### config.mk
export PLATFORM = sky130hd
export DESIGN_NAME = prec_dac_regif
export DESIGN_NICKNAME = d
export VERILOG_FILES = /design/src/rtl/prec_dac_regif.sv
export SDC_FILE = /design/constraint.sdc
export NUM_CORES = 1
export LEC_CHECK = 0
export BUFFER_PORTS_ARGS = -buffer_cell sky130_fd_sc_hd__buf_2
export CORE_MARGIN = 5
export CORE_UTILIZATION = 55
export DETAILED_ROUTE_END_ITERATION = 7
export PLACE_DENSITY = 0.83
export SETUP_SLACK_MARGIN = 0.3
export SYNTH_ARGS = -nofsm -noshare
export SYNTH_HDL_FRONTEND = slang
export SYNTH_SLANG_ARGS = --single-unit
### constraint.sdc
create_clock -name clk -period 2.8 [get_ports clk]
set_input_delay 0.56 -clock clk [delete_from_list [all_inputs] [get_ports clk]]
set_output_delay 0.56 -clock clk [all_outputs]
set_load 0.005 [all_outputs]
### src/rtl/prec_dac_regif.sv
module prec_dac_regif #(
  parameter int DATA_W  = 20,
  parameter int ADDR_W  = 3,
  parameter int LINC_W  = 4,
  parameter int RST_MIN = 2500
) (
  input  logic              clk,
  input  logic              rst_n,
  input  logic              sclk,
  input  logic              cs_n,
  input  logic              mosi,
  output logic              sdo,
  output logic              sdo_oe,
  input  logic              ldac_n,
  input  logic              clr_n,
  input  logic              reset_pin_n,
  output logic [DATA_W-1:0] dac_code,
  output logic              ref_buf_sel,
  output logic              clamp_gnd,
  output logic              out_hiz,
  output logic              offset_bin,
  output logic [LINC_W-1:0] lin_comp,
  output logic              out_live
);
  localparam int FRAME_W = DATA_W + ADDR_W + 1;
  localparam int CNT_W   = $clog2(FRAME_W + 2);
  localparam int RC_W    = $clog2(RST_MIN + 1);
  localparam int CTRL_W  = 6 + LINC_W;
  localparam logic [CTRL_W-1:0] CTRL_RST = CTRL_W'(12);
  localparam logic [ADDR_W-1:0] A_DAC = ADDR_W'(1);
  localparam logic [ADDR_W-1:0] A_CTL = ADDR_W'(2);
  localparam logic [ADDR_W-1:0] A_CLR = ADDR_W'(3);
  localparam logic [ADDR_W-1:0] A_SW  = ADDR_W'(4);
  localparam logic [5:0] PIN_IDLE = 6'b010111;

  // pin order: sclk, cs_n, mosi, ldac_n, clr_n, reset_pin_n
  logic [5:0] pin_m, pin_s;
  logic [3:0] pin_p;
  always_ff @(posedge clk or negedge rst_n)
    if (!rst_n) begin
      pin_m <= PIN_IDLE;
      pin_s <= PIN_IDLE;
      pin_p <= 4'b0111;
    end else begin
      pin_m <= {sclk, cs_n, mosi, ldac_n, clr_n, reset_pin_n};
      pin_s <= pin_m;
      pin_p <= {pin_s[5], pin_s[4], pin_s[2], pin_s[1]};
    end

  wire sclk_fall = pin_p[3] & ~pin_s[5];
  wire cs_fall   = pin_p[2] & ~pin_s[4];
  wire cs_rise   = ~pin_p[2] & pin_s[4];
  wire cs_low    = ~pin_s[4];
  wire ldac_fall = pin_p[1] & ~pin_s[2];
  wire clr_fall  = pin_p[0] & ~pin_s[1];

  logic [CNT_W-1:0]   bit_cnt;
  logic [FRAME_W-1:0] rx_q, tx_q;
  logic               rd_pend, rd_act;
  logic [ADDR_W-1:0]  rd_addr;
  logic [DATA_W-1:0]  din_q, clrc_q, rd_word;
  logic [CTRL_W-1:0]  ctrl_q;
  logic [RC_W-1:0]    rst_cnt;

  wire                frame_ok = cs_rise && (bit_cnt == CNT_W'(FRAME_W));
  wire [ADDR_W-1:0]   rx_addr  = rx_q[FRAME_W-2 -: ADDR_W];
  wire [DATA_W-1:0]   rx_data  = rx_q[DATA_W-1:0];
  wire                wr       = frame_ok && !rx_q[FRAME_W-1];

  wire sw_word = wr && (rx_addr == A_SW);
  wire hw_rst  = (rst_cnt == RC_W'(RST_MIN));
  wire do_rst  = (sw_word && rx_data[2]) || hw_rst;
  wire do_clr  = (sw_word && rx_data[1]) || clr_fall;
  wire do_ldac = (sw_word && rx_data[0]) || ldac_fall;

  always_comb
    case (rd_addr)
      A_DAC:   rd_word = din_q;
      A_CTL:   rd_word = DATA_W'(ctrl_q);
      A_CLR:   rd_word = clrc_q;
      default: rd_word = '0;
    endcase

  always_ff @(posedge clk or negedge rst_n)
    if (!rst_n) begin
      bit_cnt <= '0;
      rx_q    <= '0;
      tx_q    <= '0;
      rd_pend <= 1'b0;
      rd_act  <= 1'b0;
      rd_addr <= '0;
    end else begin
      if (cs_fall) bit_cnt <= '0;
      else if (cs_low && sclk_fall) begin
        rx_q <= {rx_q[FRAME_W-2:0], pin_s[3]};
        if (bit_cnt != CNT_W'(FRAME_W + 1)) bit_cnt <= bit_cnt + 1'b1;
      end
      if (cs_fall) begin
        tx_q    <= {1'b1, rd_addr, rd_word};
        rd_act  <= rd_pend;
        rd_pend <= 1'b0;
      end else if (cs_low && sclk_fall) begin
        tx_q <= {tx_q[FRAME_W-2:0], 1'b0};
      end
      if (cs_rise) begin
        rd_act <= 1'b0;
        if (frame_ok && rx_q[FRAME_W-1]) begin
          rd_pend <= 1'b1;
          rd_addr <= rx_addr;
        end
      end
    end

  always_ff @(posedge clk or negedge rst_n)
    if (!rst_n) rst_cnt <= '0;
    else if (pin_s[0]) rst_cnt <= '0;
    else if (!hw_rst) rst_cnt <= rst_cnt + 1'b1;

  always_ff @(posedge clk or negedge rst_n)
    if (!rst_n) begin
      din_q    <= '0;
      clrc_q   <= '0;
      ctrl_q   <= CTRL_RST;
      dac_code <= '0;
    end else if (do_rst) begin
      din_q    <= '0;
      clrc_q   <= '0;
      ctrl_q   <= CTRL_RST;
      dac_code <= '0;
    end else begin
      if (wr && rx_addr == A_DAC) din_q  <= rx_data;
      if (wr && rx_addr == A_CLR) clrc_q <= rx_data;
      if (wr && rx_addr == A_CTL) ctrl_q <= {rx_data[CTRL_W-1:1], 1'b0};
      if (do_clr) dac_code <= clrc_q;
      else if (do_ldac) dac_code <= din_q;
    end

  assign sdo         = tx_q[FRAME_W-1];
  assign sdo_oe      = rd_act && cs_low && !ctrl_q[5];
  assign ref_buf_sel = ctrl_q[1];
  assign clamp_gnd   = ctrl_q[2];
  assign out_hiz     = ctrl_q[3];
  assign offset_bin  = ctrl_q[4];
  assign lin_comp    = ctrl_q[CTRL_W-1 -: LINC_W];
  assign out_live    = !ctrl_q[2] && !ctrl_q[3];

  p_bad_len_ignored_r2: assert property (@(posedge clk) disable iff (!rst_n)
    (cs_rise && bit_cnt != CNT_W'(FRAME_W) && !hw_rst)
      |=> ($stable(din_q) && $stable(ctrl_q) && $stable(clrc_q)));

  p_input_isolated_r3: assert property (@(posedge clk) disable iff (!rst_n)
    (wr && rx_addr == A_DAC && !do_clr && !do_ldac && !do_rst) |=> $stable(dac_code));

  p_code_needs_event_r4: assert property (@(posedge clk) disable iff (!rst_n)
    !$stable(dac_code) |-> $past(do_clr || do_ldac || do_rst));

  p_sdo_steady_r6: assert property (@(posedge clk) disable iff (!rst_n)
    (rd_act && cs_low && !sclk_fall && !cs_fall) |=> $stable(sdo));

  p_pin_reset_r9: assert property (@(posedge clk) disable iff (!rst_n)
    hw_rst |=> (ctrl_q == CTRL_RST && dac_code == '0 && clrc_q == '0));
endmodule

# Yosys cells after proc, flatten, opt, wreduce, memory -nomap -nowiden
# Cells that the tools add are included.
# totals
ff_bits	156
input_bits	8
elab_cells	91
# op_classes
add_sub_neg	2
eq_ne	11
mux	22
bitwise_logic	11
n_reduce_logical	31
# ops
operator	count
two-way mux 20 bit	7
case mux 20 bit (3 select lines)	1
two-way mux 24 bit	2
two-way mux 12 bit	2
two-way mux 10 bit	2
two-way mux 5 bit	3
logical AND 1 bit	14
adder 12 x 1 -> 12 bit (second input constant)	1
== test 12 bit (second input constant)	1
== test 3 x 2 -> 1 bit (second input constant)	4
nonzero test 2 bit	6
== test 3 x 1 -> 1 bit (second input constant)	2
inverter 1 bit	6
AND reduction 2 bit	3
adder 5 x 1 -> 5 bit (second input constant)	1
bitwise AND 1 bit	5
== test 5 bit (second input constant)	1
two-way mux 1 bit	5
!= test 5 bit (second input constant)	1
logical NOT 1 bit	4
== test 3 bit (second input constant)	1
logical OR 1 bit	3
nonzero test 3 bit	1
!= test 2 bit (second input constant)	1

# Logic depth before layout (Yosys ltp)
# Gate-level depths: netlist of the first run.
# depth
depth_word	10
ltp_mapped	9

# Least setup slack after synthesis of the first run
# No wires, ideal clock.
# synth_timing
path_type	reg2reg
start	reg pin_s[4]
end	reg tx_q[7]
arrival_time_ns	1.847
required_time_ns	2.716
slack_ns	0.869
stages_incl_launch_ff	8
synth_period_minus_slack_ns	1.931
path_cell_list	dfstp_2 > inv_1 > ha_1 > clkbuf_1 > nor2_1 > clkbuf_1 > a22oi_1 > o21ai_0
# synth_between
elab_chain_cells	3
# synth_lines
item	line_no	rtl
start, declared	37	logic [5:0] pin_m, pin_s;
start signal, assigned	46	pin_s <= pin_m;
inverter 1 bit *	51, 53	
bitwise AND 1 bit or logical AND 1 bit (tied branches)	51, 102	
two-way mux 24 bit or nonzero test 2 bit (tied branches)	n/a	
end signal, assigned	99	tx_q <= {1'b1, rd_addr, rd_word};
end signal, assigned	103	tx_q <= {tx_q[FRAME_W-2:0], 1'b0};
end, declared	58	logic [FRAME_W-1:0] rx_q, tx_q;
# Mark *: on every way between the ends. The rest lies on a longest branch, timed or not.
# A chain may end at the register's enable or synchronous reset.

# Final worst setup path of the first run
# layout_timing
start	reg pin_p[2]
end	reg dac_code[3]
# layout_between
elab_chain_cells	9
# layout_lines
item	line_no	rtl
start, declared	38	logic [3:0] pin_p;
start signal, assigned	47	pin_p <= {pin_s[5], pin_s[4], pin_s[2], pin_s[1]};
inverter 1 bit *	52	wire cs_rise = ~pin_p[2] & pin_s[4];
bitwise AND 1 bit *	52	
logical AND 1 bit *	65	wire frame_ok = cs_rise && (bit_cnt == CNT_W'(FRAME_W));
logical AND 1 bit *	68	wire wr = frame_ok && !rx_q[FRAME_W-1];
logical AND 1 bit *	70	wire sw_word = wr && (rx_addr == A_SW);
logical AND 1 bit	73	wire do_clr = (sw_word && rx_data[1]) || clr_fall;
logical OR 1 bit	73	
two-way mux 20 bit	134	if (do_clr) dac_code <= clrc_q;
two-way mux 20 bit	125	end else if (do_rst) begin
end signal, assigned	134	
end signal, assigned	135	else if (do_ldac) dac_code <= din_q;
end, declared	17	output logic [DATA_W-1:0] dac_code,
# Marks and branches as above.

==> flow_summary.yaml, run 1 <==
setup_path:
  slowest_stage: "dfstp_2"
  crit_path_start_kind: "flop"
  critPathRequiredTime_ns: 3.15
  max_stage_delay_ns: 0.54
  worstSetupEndpointType: "flop"
  crit_type: "flop to flop"
  cp_max_fo: 11
  cp_cell_sequence: "inv_1 -> ha_1 -> and4bb_1 -> o2111a_1 -> nor2_2 -> buf_4 -> o311a_1"
  cp.arrival_ns: 2.62
status:
  status: "completed"
global_route:
  grt_max_degree: 81
  grt_pass1_wl_um: 26990
  grtUsageTotal_pct: 23.08
  overflow: 0
  first_global_vias: 5203
  antenna_found_initial: 0
routing:
  wirelength_um: 16510
  first_pass_iters: 7
  vias: 5036
  wl_per_cell_um: 20.11
  drc: 0
  ant_nets: 0
  drt_iter0_markers: 548
  via_per_inst: 6.134
synthesis:
  synth.distinct_cells: 51
  netlist_instances: 603
  synth-main-ff-cell: "dfrtp_1"
  synth.yosys.warnings: 0
  synth_common_cells: "142 x dfrtp_1, 63 x nor2_1, 61 x mux2i_1"
  synthesis.nets: 618
  synthesis.area_mm2: 0.007086
  synth_area_leaders: "dfrtp_1 50%, mux2i_1 8.6%, mux2_2 6.0%"
  synth_seq_area_share_pct: 54.97
  synth_top_area_cell: "dfrtp_1"
  avgSynthCellArea_um2: 11.75
  synth_edf_count: 0
  synth_top_area_share_pct: 50.15
  synth-seq-cells: 155
  synth_async_sr_flop_share_pct: 100.0
  synth_most_common_cell: "dfrtp_1"
timing:
  slew_headroom_pct: 50.11
  setup_slack_ns: 0.5334
  setup_violations: 0
  skew_ns: 0.005187
  final_max_slew_viol_count: 0
  fin_tns_setup_ns: 0
  fmax_ghz: 0.4412
  min_period_ns: 2.267
  rsz0062_at_grt: "false"
  tightest_slew_ns: 0.7483
  hold_viol: 0
  timing.final.crit_share_pct: 80.95
clock_tree:
  cts_tree: "yes"
  clock-root-buffer: "clkbuf_16"
  cts_hold_buffers: 0
  cts_setup_buffers: 0
  htreeDepth: 4
  clockBufferDepth: 2
  clk_pin_slew_worst_paths_ns: 0.06
  cts-buffers-inserted: 17
  cts.sinks: 155
  clock_latency_ns: 0.42
power_and_ir_drop:
  p_leak_nw: 3.894
  sequentialPowerShare_pct: 49.8
  powerDensity_mw_per_mm2: 621.3
  internal_power_mw: 3.827
  pwr-share-comb_pct: 6.7
  p_switching_mw: 1.166
  swShare_pct: 23.36
  max-vdd-ir-drop_mv: 0.4567
  clkPwrFrac_pct: 43.5
die:
  die_width_um: 123.5
  die_h_um: 123.5
  coreArea_mm2: 0.01262
  rows: 41
  die-area_mm2: 0.01525
  start_util_pct: 56.15
  io_pins: 39
job:
  drv_cap: 0
placed_design:
  hpwlAfterDp_um: 10290
  io_buffers: 38
  dp_slack_ns: 0.3583
  gp_congestion: 0.8266
  placed_area_mm2: 0.007477
  place_inst: 790
finish:
  fin_area_mm2: 0.008036
  drive_above_1_share_pct: 23.27
  antenna_cells: 0
  syn2layout_area_growth_pct: 13.42
  stdcell_count: 821
  nets: 652
  num-fill-cells: 998
  fin_util_pct: 63.68
worst_hold_path:
  hp-class: "primary input to asynchronous set/reset pin"
==> sequential cells by signal, indices dropped and copies added, names as in the netlist, 5 cells and up <==
register	flops
ctrl_q	9
pin_s	6
bit_cnt	5
dac_code	20
tx_q	24
din_q	20
rst_cnt	12
pin_m	6
clrc_q	20
rx_q	24
==> worst max-delay path, delay by kind of cell (launching register included) <==
family / cells / cell delay, ns
adders and majority gates: 1 / 0.22
AOI/OAI and AO/OA: 2 / 0.37
DFF: 1 / 0.54
buffers and inverters: 2 / 0.35
and+or+nand+nor: 2 / 0.72
==> worst paths after layout <==
check | slack [ns] | cells after the start | end | from
max reg2reg | 0.53 | 7 | dac_code[3]$_DFFE_PN0P_ | pin_p[2]$_DFF_PN1_
min in group clk | 0.24 | 1 | pin_m[2]$_DFF_PN1_ | ldac_n
max in group asynchronous | 1.88 | 2 | din_q[16]$_DFFE_PN0P_ | rst_n
min | 0.18 | 1 | rst_cnt[8]$_DFFE_PN0P_ | rst_n
max | 0.53 | 7 | dac_code[3]$_DFFE_PN0P_ | pin_p[2]$_DFF_PN1_
min reg2reg | 0.35 | 0 | pin_s[5]$_DFF_PN0_ | pin_m[5]$_DFF_PN0_
==> area by class of cell <==
class	count	area (µm²)	share of cell area [%]
Timing Repair Buffer	62	401.6	4.998
Sequential cell	155	3895	48.47
Multi-Input combinational cell	380	2889	35.95
Inverter	21	78.83	0.9808
Clock buffer	24	491.7	6.119
Clock inverter	7	65.06	0.8096
Tap cell	172	215.2	2.678
==> power groups by stage <==
stage,clock network [mW],registers (mW),logic (mW)
CTS,2.19,2.48,0.336
global placement,0,2.51,0.315
global route,2.31,2.50,0.368
floorplan,0,2.48,0.188
detailed placement,0,2.52,0.332
finish,2.17,2.49,0.334
==> stage by stage <==
stage / hold WS, ns / total power [mW]
floorplan: 0.2644 / 2.669
global placement: 0.3414 / 2.826
detailed placement: 0.3363 / 2.849
CTS: 0.2128 / 5.005
global route: 0.2217 / 5.184
finish: 0.1849 / 4.993
==> logic make-up after synthesis <==
family | count (synthesis) | share of synthesized area (%)
flops | 155 | 54.97
simple gates | 154 | 11.51
compound gates | 113 | 12.18
mux | 99 | 14.66
buf+inv | 68 | 4.574
xor+xnor | 7 | 0.8653
fa+ha+maj | 7 | 1.236
==> routing by layer <==
layer  wire (µm)  GRT usage (%)  share of wire (%)  vias to the layer above
met4         303          8.304                1.8                        0
met5           0              0                  0                        -
met3         979          5.810                5.9                       25
li1            -              -                  -                     2242
met2        8098          36.80                 49                      174
met1        7131          30.81                 43                     2595
==> repair_timing <==
action,in CTS,in global routing
endpoints found under the setup margin,0,10
resized for setup,0,1
hold endpoints to repair,0,0
==> layout by cell type, fill, tap and decap left out, types with 3 or more instances in the layout <==
| cell type | netlist | final |
|---|---|---|
| a21boi_0 | 21 | 21 |
| a21oi_1 | 5 | 5 |
| a222oi_1 | 3 | 3 |
| a22oi_1 | 22 | 22 |
| and3_1 | 21 | 21 |
| buf_2 | 13 | 37 |
| buf_4 | 6 | 22 |
| clkbuf_1 | 24 | 3 |
| clkbuf_16 | 0 | 17 |
| clkbuf_8 | 0 | 4 |
| clkinv_2 | 0 | 4 |
| dfrtp_1 | 142 | 142 |
| dfstp_2 | 13 | 13 |
| ha_1 | 7 | 7 |
| inv_1 | 21 | 21 |
| mux2_2 | 38 | 38 |
| mux2i_1 | 61 | 61 |
| nand2_1 | 11 | 11 |
| nand4_1 | 3 | 3 |
| nor2_1 | 63 | 62 |
| nor2b_1 | 5 | 4 |
| nor3b_1 | 3 | 3 |
| o21a_1 | 5 | 5 |
| o21ai_0 | 20 | 19 |
| o221ai_1 | 6 | 6 |
| o311a_1 | 20 | 20 |
| or3_1 | 24 | 24 |
| xnor2_1 | 3 | 3 |
| xor2_1 | 4 | 4 |
Note: power is estimated with default switching activity, not from simulation.
==> inputs of run 2 (changes only) <==
Settings changed: ABC_AREA set to 1.
Clock period 2.8 ns to 2.25 ns, I/O delays scaled along.
==> run 2 against run 1 <==
Clock power up 40%. Final cell count increased by 31%. Setup slack got worse by 0.32 ns. Maximum frequency is 12% higher. Critical endpoint is now din_q[2]$_DFFE_PN0P_. Largest cell class unchanged. Highest routed layer unchanged.
==> flow_summary.yaml, run 2 <==
timing:
  rsz0062_at_grt: "true"
  fmax_ghz: 0.4922
  slew_headroom_pct: 53.35
  setup_violations: 0
  skew_ns: 0.007243
  timing.final.crit_share_pct: 90.31
  fin_tns_setup_ns: 0
  final_max_slew_viol_count: 0
  hold_viol: 0
  tightest_slew_ns: 0.6960
  min_period_ns: 2.032
clock_tree:
  clk_pin_slew_worst_paths_ns: 0.06
  cts.sinks: 155
  clock_latency_ns: 0.43
  clockBufferDepth: 2
  clock-root-buffer: "clkbuf_16"
  cts-buffers-inserted: 17
  cts_tree: "yes"
  htreeDepth: 4
synthesis:
  synth-main-ff-cell: "dfrtp_1"
  netlist_instances: 834
  synth-seq-cells: 155
  synth_area_leaders: "dfrtp_1 50%, nand2_1 16%, nand3_1 7.4%"
  synth.yosys.warnings: 0
  synthesis.nets: 849
  synth_most_common_cell: "nand2_1"
  synth_edf_count: 0
  synth_top_area_cell: "dfrtp_1"
  synth_seq_area_share_pct: 55.35
  synth_common_cells: "295 x nand2_1, 142 x dfrtp_1, 104 x nand3_1"
  avgSynthCellArea_um2: 8.437
  synth_top_area_share_pct: 50.50
  synth.distinct_cells: 40
  synth_async_sr_flop_share_pct: 100.0
  synthesis.area_mm2: 0.007037
global_route:
  grt-busiest-layer: "met2"
  grt_max_degree: 57
  grt_pass1_wl_um: 28750
  met3_usage_pct: 5.764
  use_met1_pct: 32.62
  overflow: 0
  first_global_vias: 5830
  antenna_found_initial: 0
  grtUsageTotal_pct: 24.62
  use_met2_pct: 38.57
routing:
  ant_nets: 0
  wirelength_um: 18120
  drc: 0
  wl_per_cell_um: 16.89
  first_pass_iters: 7
  vias: 6150
  drt_iter0_markers: 935
  via_per_inst: 5.732
die:
  die-area_mm2: 0.01516
  coreArea_mm2: 0.01257
  start_util_pct: 55.99
  rows: 41
  die_h_um: 123.1
  die_width_um: 123.1
  io_pins: 39
placed_design:
  io_buffers: 38
  placed_area_mm2: 0.007401
  hpwlAfterDp_um: 11250
  gp_congestion: 0.9536
power_and_ir_drop:
  max-vdd-ir-drop_mv: 0.5485
  internal_power_mw: 4.906
  sequentialPowerShare_pct: 46.8
  pwr-share-comb_pct: 5.7
  p_leak_nw: 4.116
  p_switching_mw: 1.459
  swShare_pct: 22.92
  clkPwrFrac_pct: 47.5
  powerDensity_mw_per_mm2: 763.8
setup_path:
  crit_path_start_kind: "flop"
  cp_max_fo: 10
  cp_cell_sequence: "ha_4 -> nand3_2 -> nor2_4 -> buf_4 -> nand2_4 -> nor4_4 -> buf_4 -> nor2_4 -> buf_6 -> nand2_1 -> nand2_1"
  worstSetupEndpointType: "flop"
  max_stage_delay_ns: 0.57
  critPathBufInv: 3
  path_delay_family: "simple AND/OR/NAND/NOR gates"
  slowest_stage: "dfstp_2"
  cp.arrival_ns: 2.35
  critPathRequiredTime_ns: 2.57
  crit_type: "flop to flop"
finish:
  layout_common_cells: "291 x nand2_1, 141 x dfrtp_1, 104 x nand3_1"
  num-fill-cells: 1000
  syn2layout_area_growth_pct: 18.42
  drive_above_1_share_pct: 17.87
  fin_area_mm2: 0.008333
  final_common_cell: "nand2_1"
  nets: 903
  largest_registers: "rx_q: 24 flops, tx_q: 24 flops"
  antenna_cells: 0
job:
  drv_cap: 0
status:
  status: "completed"
worst_hold_path:
  hp-class: "primary input to flop"
[run 2: cell types whose count changed after synthesis, sizes merged, moves of 13 or more]
cell,before,now
nand3,2,107
inv,21,56
clkbuf,24,11
nand2,11,297
nor2,63,46
or3,24,0
a21boi,21,0
o311a,20,0
and3,21,0
mux2i,61,0
o21ai,20,75
mux2,38,0
a22oi,22,3
[run 2: layer usage]
metal	routed length [µm]	vias to the layer above
li1	-	2807
met1	7035	2946
met2	8763	327
met3	1642	70
met4	681	0
met5	0	-
[run 2: layout make-up]
cell class | instances | area [µm²] | share of cell area [%]
sequential | 155 | 3896 | 46.76
tap | 172 | 215.2 | 2.583
clock inverter | 10 | 137.6 | 1.652
clock buffer | 22 | 494.2 | 5.931
multi-input combinational | 579 | 2749 | 32.99
timing repair buffer | 78 | 613.1 | 7.357
inverter | 57 | 227.7 | 2.733
[run 2: path summary, 6_finish.rpt]
check	slack, ns	cells past startpoint	to	startpoint
setup / recovery	0.22	11	din_q[2]$_DFFE_PN0P_	pin_s[4]$_DFF_PN1_
hold / removal	0.11	1	pin_m[1]$_DFF_PN1_	clr_n
setup reg to reg	0.22	11	din_q[2]$_DFFE_PN0P_	pin_s[4]$_DFF_PN1_
hold reg to reg	0.35	0	pin_s[3]$_DFF_PN0_	pin_m[3]$_DFF_PN0_
max in group asynchronous	1.04	3	tx_q[22]$_DFFE_PN0P_	rst_n
min in group asynchronous	0.54	2	rx_q[22]$_DFFE_PN0P_	rst_n
[run 2: cells by family after synthesis]
kind of cell | synth area share (%)
AND/OR/NAND/NOR | 28.81
flip-flops | 55.35
AO/OA/AOI/OAI | 7.930
buffers and inverters | 6.419
adder cells (fa/ha/maj) | 1.245
XOR/XNOR | 0.2490
[run 2: worst reg2reg max path, cell delays in order (launching register included)]
cell and delay [ns]:
dfstp_2 0.57, ha_4 0.14, nand3_2 0.09, nor2_4 0.15, buf_4 0.14, nand2_4 0.07
nor4_4 0.25, buf_4 0.19, nor2_4 0.06, buf_6 0.15, nand2_1 0.07, nand2_1 0.06
[run 2: timing repair]
item	CTS	global route
gates resized for setup	4	32
endpoints found under the hold margin	38	0
buffers inserted	2	10
setup endpoints to repair	52	75
pin swaps	1	6
cloned	0	6
hold buffers	1	0
[run 2: power by group through the flow]
stage	clock network (mW)	registers, mW	logic (mW)
floorplan	0	3.00	0.191
global placement	0	3.02	0.309
detailed placement	0	3.02	0.323
CTS	3.05	2.97	0.330
global route	3.19	2.99	0.409
finish	3.03	2.98	0.360
[run 2: stage by stage]
step           total power [mW]  hold WS (ns)  cells  setup WS [ns]  utilization [%]
2_1_floorplan             3.192        0.1544    834         0.5430                -
3_3_place_gp              3.329        0.3326   1022         0.2741            58.89
3_5_place_dp              3.344        0.3356   1022         0.2268            58.89
4_1_cts                   6.352       0.09913   1057         0.2946            64.25
5_1_grt                   6.591        0.1014   1073         0.1419            66.30
6_report                  6.365        0.1134   1073         0.2181            66.30
==> inputs of run 3 (changes only) <==
Settings changed: ABC_AREA 1 to not set.
==> run 3 against run 2 <==
Highest routed layer unchanged. Global-route usage grew 0.22 points. Worst hold slack gained 0.0049 ns. Largest cell class unchanged. Cell area grew 4.2%. Sequential power grew 4%. Non-clock buffer count grew 10. Routed wire length grew 2.4%. Total power grew 3.8%. Sequential share of layout area shrank 1.9 points. Largest power group is now sequential cells. Setup slack lost 0.047 ns. Via count shrank 13%.
==> flow_summary.yaml, run 3 (synthesis gave the netlist of run 1 again) <==
placed_design:
  gp_congestion: 0.8266
  placed_area_mm2: 0.007575
  hpwlAfterDp_um: 10270
  dp_slack_ns: 0.1750
  io_buffers: 38
  place_inst: 793
power_and_ir_drop:
  max-vdd-ir-drop_mv: 0.6144
  pwr-share-comb_pct: 7.8
  p_switching_mw: 1.542
  internal_power_mw: 5.067
  powerDensity_mw_per_mm2: 761.4
  sequentialPowerShare_pct: 46.9
  p_leak_nw: 4.153
  clkPwrFrac_pct: 45.2
  swShare_pct: 23.33
clock_tree:
  clk_pin_slew_worst_paths_ns: 0.06
  clockBufferDepth: 2
  clock-root-buffer: "clkbuf_16"
  cts-buffers-inserted: 17
  htreeDepth: 4
  cts.sinks: 155
  cts_tree: "yes"
  clock_latency_ns: 0.43
routing:
  first_pass_iters: 5
  drt_iter0_markers: 602
  via_per_inst: 6.353
  ant_nets: 0
  wirelength_um: 18550
  wl_per_cell_um: 21.90
  drc: 0
  vias: 5381
timing:
  setup_violations: 0
  final_max_slew_viol_count: 0
  rsz0062_at_grt: "true"
  hold_viol: 0
  slew_headroom_pct: 54.36
  min_period_ns: 2.079
  fin_tns_setup_ns: 0
  timing.final.crit_share_pct: 92.41
  fmax_ghz: 0.4810
  tightest_slew_ns: 0.6846
  setup_slack_ns: 0.1709
  skew_ns: 0.009978
finish:
  fin_area_mm2: 0.008680
  layout_common_cells: "141 x dfrtp_1, 61 x mux2i_1, 55 x nor2_1"
  fin_util_pct: 68.78
  num-fill-cells: 878
  drive_above_1_share_pct: 28.30
  stdcell_count: 847
  antenna_cells: 0
  syn2layout_area_growth_pct: 22.50
  largest_registers: "rx_q: 24 flops, tx_q: 24 flops"
  final_common_cell: "dfrtp_1"
  nets: 678
setup_path:
  critPathRequiredTime_ns: 2.56
  crit_type: "flop to flop"
  worstSetupEndpointType: "flop"
  cp.arrival_ns: 2.39
  crit_path_start_kind: "flop"
  cp_max_fo: 9
die:
  die_width_um: 123.5
  rows: 41
  die_h_um: 123.5
  die-area_mm2: 0.01525
  start_util_pct: 56.15
  io_pins: 39
  coreArea_mm2: 0.01262
status:
  status: "completed"
global_route:
  grt_pass1_wl_um: 28940
  overflow: 0
  grt_max_degree: 51
  first_global_vias: 5616
  antenna_found_initial: 0
  grtUsageTotal_pct: 24.84
job:
  drv_cap: 0
worst_hold_path:
  hp-class: "primary input to flop"
-- run 3: cell types whose count changed in the layout (fill, tap and decap cells not counted), moves of 22 or more --
cell / before / now
inv_1: 46 / 20
mux2i_1: 0 / 61
nand2_1: 291 / 11
nand3_1: 104 / 2
o21ai_0: 51 / 19
o21ai_1: 23 / 1
or3_1: 0 / 24
-- run 3: cell type report --
type                            count  area (µm²)  share of cell area, %
Timing Repair Buffer               88       850.8                  9.803
Tap cell                          172       215.2                  2.479
Inverter                           21       78.83                 0.9082
Clock buffer                       21       440.4                  5.074
Multi-Input combinational cell    380        3032                  34.93
Clock inverter                     10       166.4                  1.917
Sequential cell                   155        3896                  44.89
-- run 3: path summary, 6_finish.rpt --
| kind | startpoint | to | slack, ns | depth (start not counted) |
|---|---|---|---|---|
| max reg2reg | pin_p[2]$_DFF_PN1_ | dac_code[9]$_DFFE_PN0P_ | 0.17 | 8 |
| min | ldac_n | pin_m[2]$_DFF_PN1_ | 0.12 | 1 |
| min in group asynchronous | rst_n | rst_cnt[5]$_DFFE_PN0P_ | 0.55 | 2 |
| max in group asynchronous | rst_n | pin_s[4]$_DFF_PN1_ | 1.01 | 3 |
| min reg2reg | pin_m[1]$_DFF_PN1_ | pin_s[1]$_DFF_PN1_ | 0.35 | 0 |
| max | pin_p[2]$_DFF_PN1_ | dac_code[9]$_DFFE_PN0P_ | 0.17 | 8 |
-- run 3: per-stage QoR --
| stage | hold WS [ns] | total power [mW] |
|---|---|---|
| final | 0.1183 | 6.609 |
| after global routing | 0.1093 | 6.836 |
| after CTS | 0.1045 | 6.555 |
| after floorplan | 0.1544 | 3.321 |
| after detailed placement | 0.3411 | 3.559 |
| after global placement | 0.3400 | 3.522 |
-- run 3: critical path, stage by stage, from the launching register on --
cell and delay (ns):
dfstp_2 0.54, inv_2 0.05, ha_4 0.16, and4bb_1 0.20, buf_4 0.14, o2111a_2 0.20
buf_6 0.16, or3_1 0.37, o311a_1 0.14
-- run 3: power groups by stage --
stage                     Combinational, mW  Clock [mW]  Sequential [mW]
after floorplan                       0.234           0             3.09
after global placement                0.395           0             3.13
after detailed placement              0.422           0             3.14
after CTS                             0.442        3.03             3.09
after global routing                  0.567        3.15             3.12
final                                 0.517        2.99             3.10
-- run 3: repair_timing --
action | 4_1_cts | 5_1_grt
setup buffers | 6 | 6
endpoints found under the hold margin | 43 | 0
setup endpoints to repair | 30 | 118
pin swaps | 12 | 4
hold buffers | 1 | 0
gates resized for setup | 12 | 38
cloned | 3 | 7
-- run 3: layer usage --
metal  vias to the layer above  global-route usage (%)  routed length [µm]
met2                       273                   41.69                9333
met5                         -                       0                   0
li1                       2303                       -                   -
met1                      2758                   30.99                7343
met4                         0                   11.28                 561
met3                        47                   5.169                1312
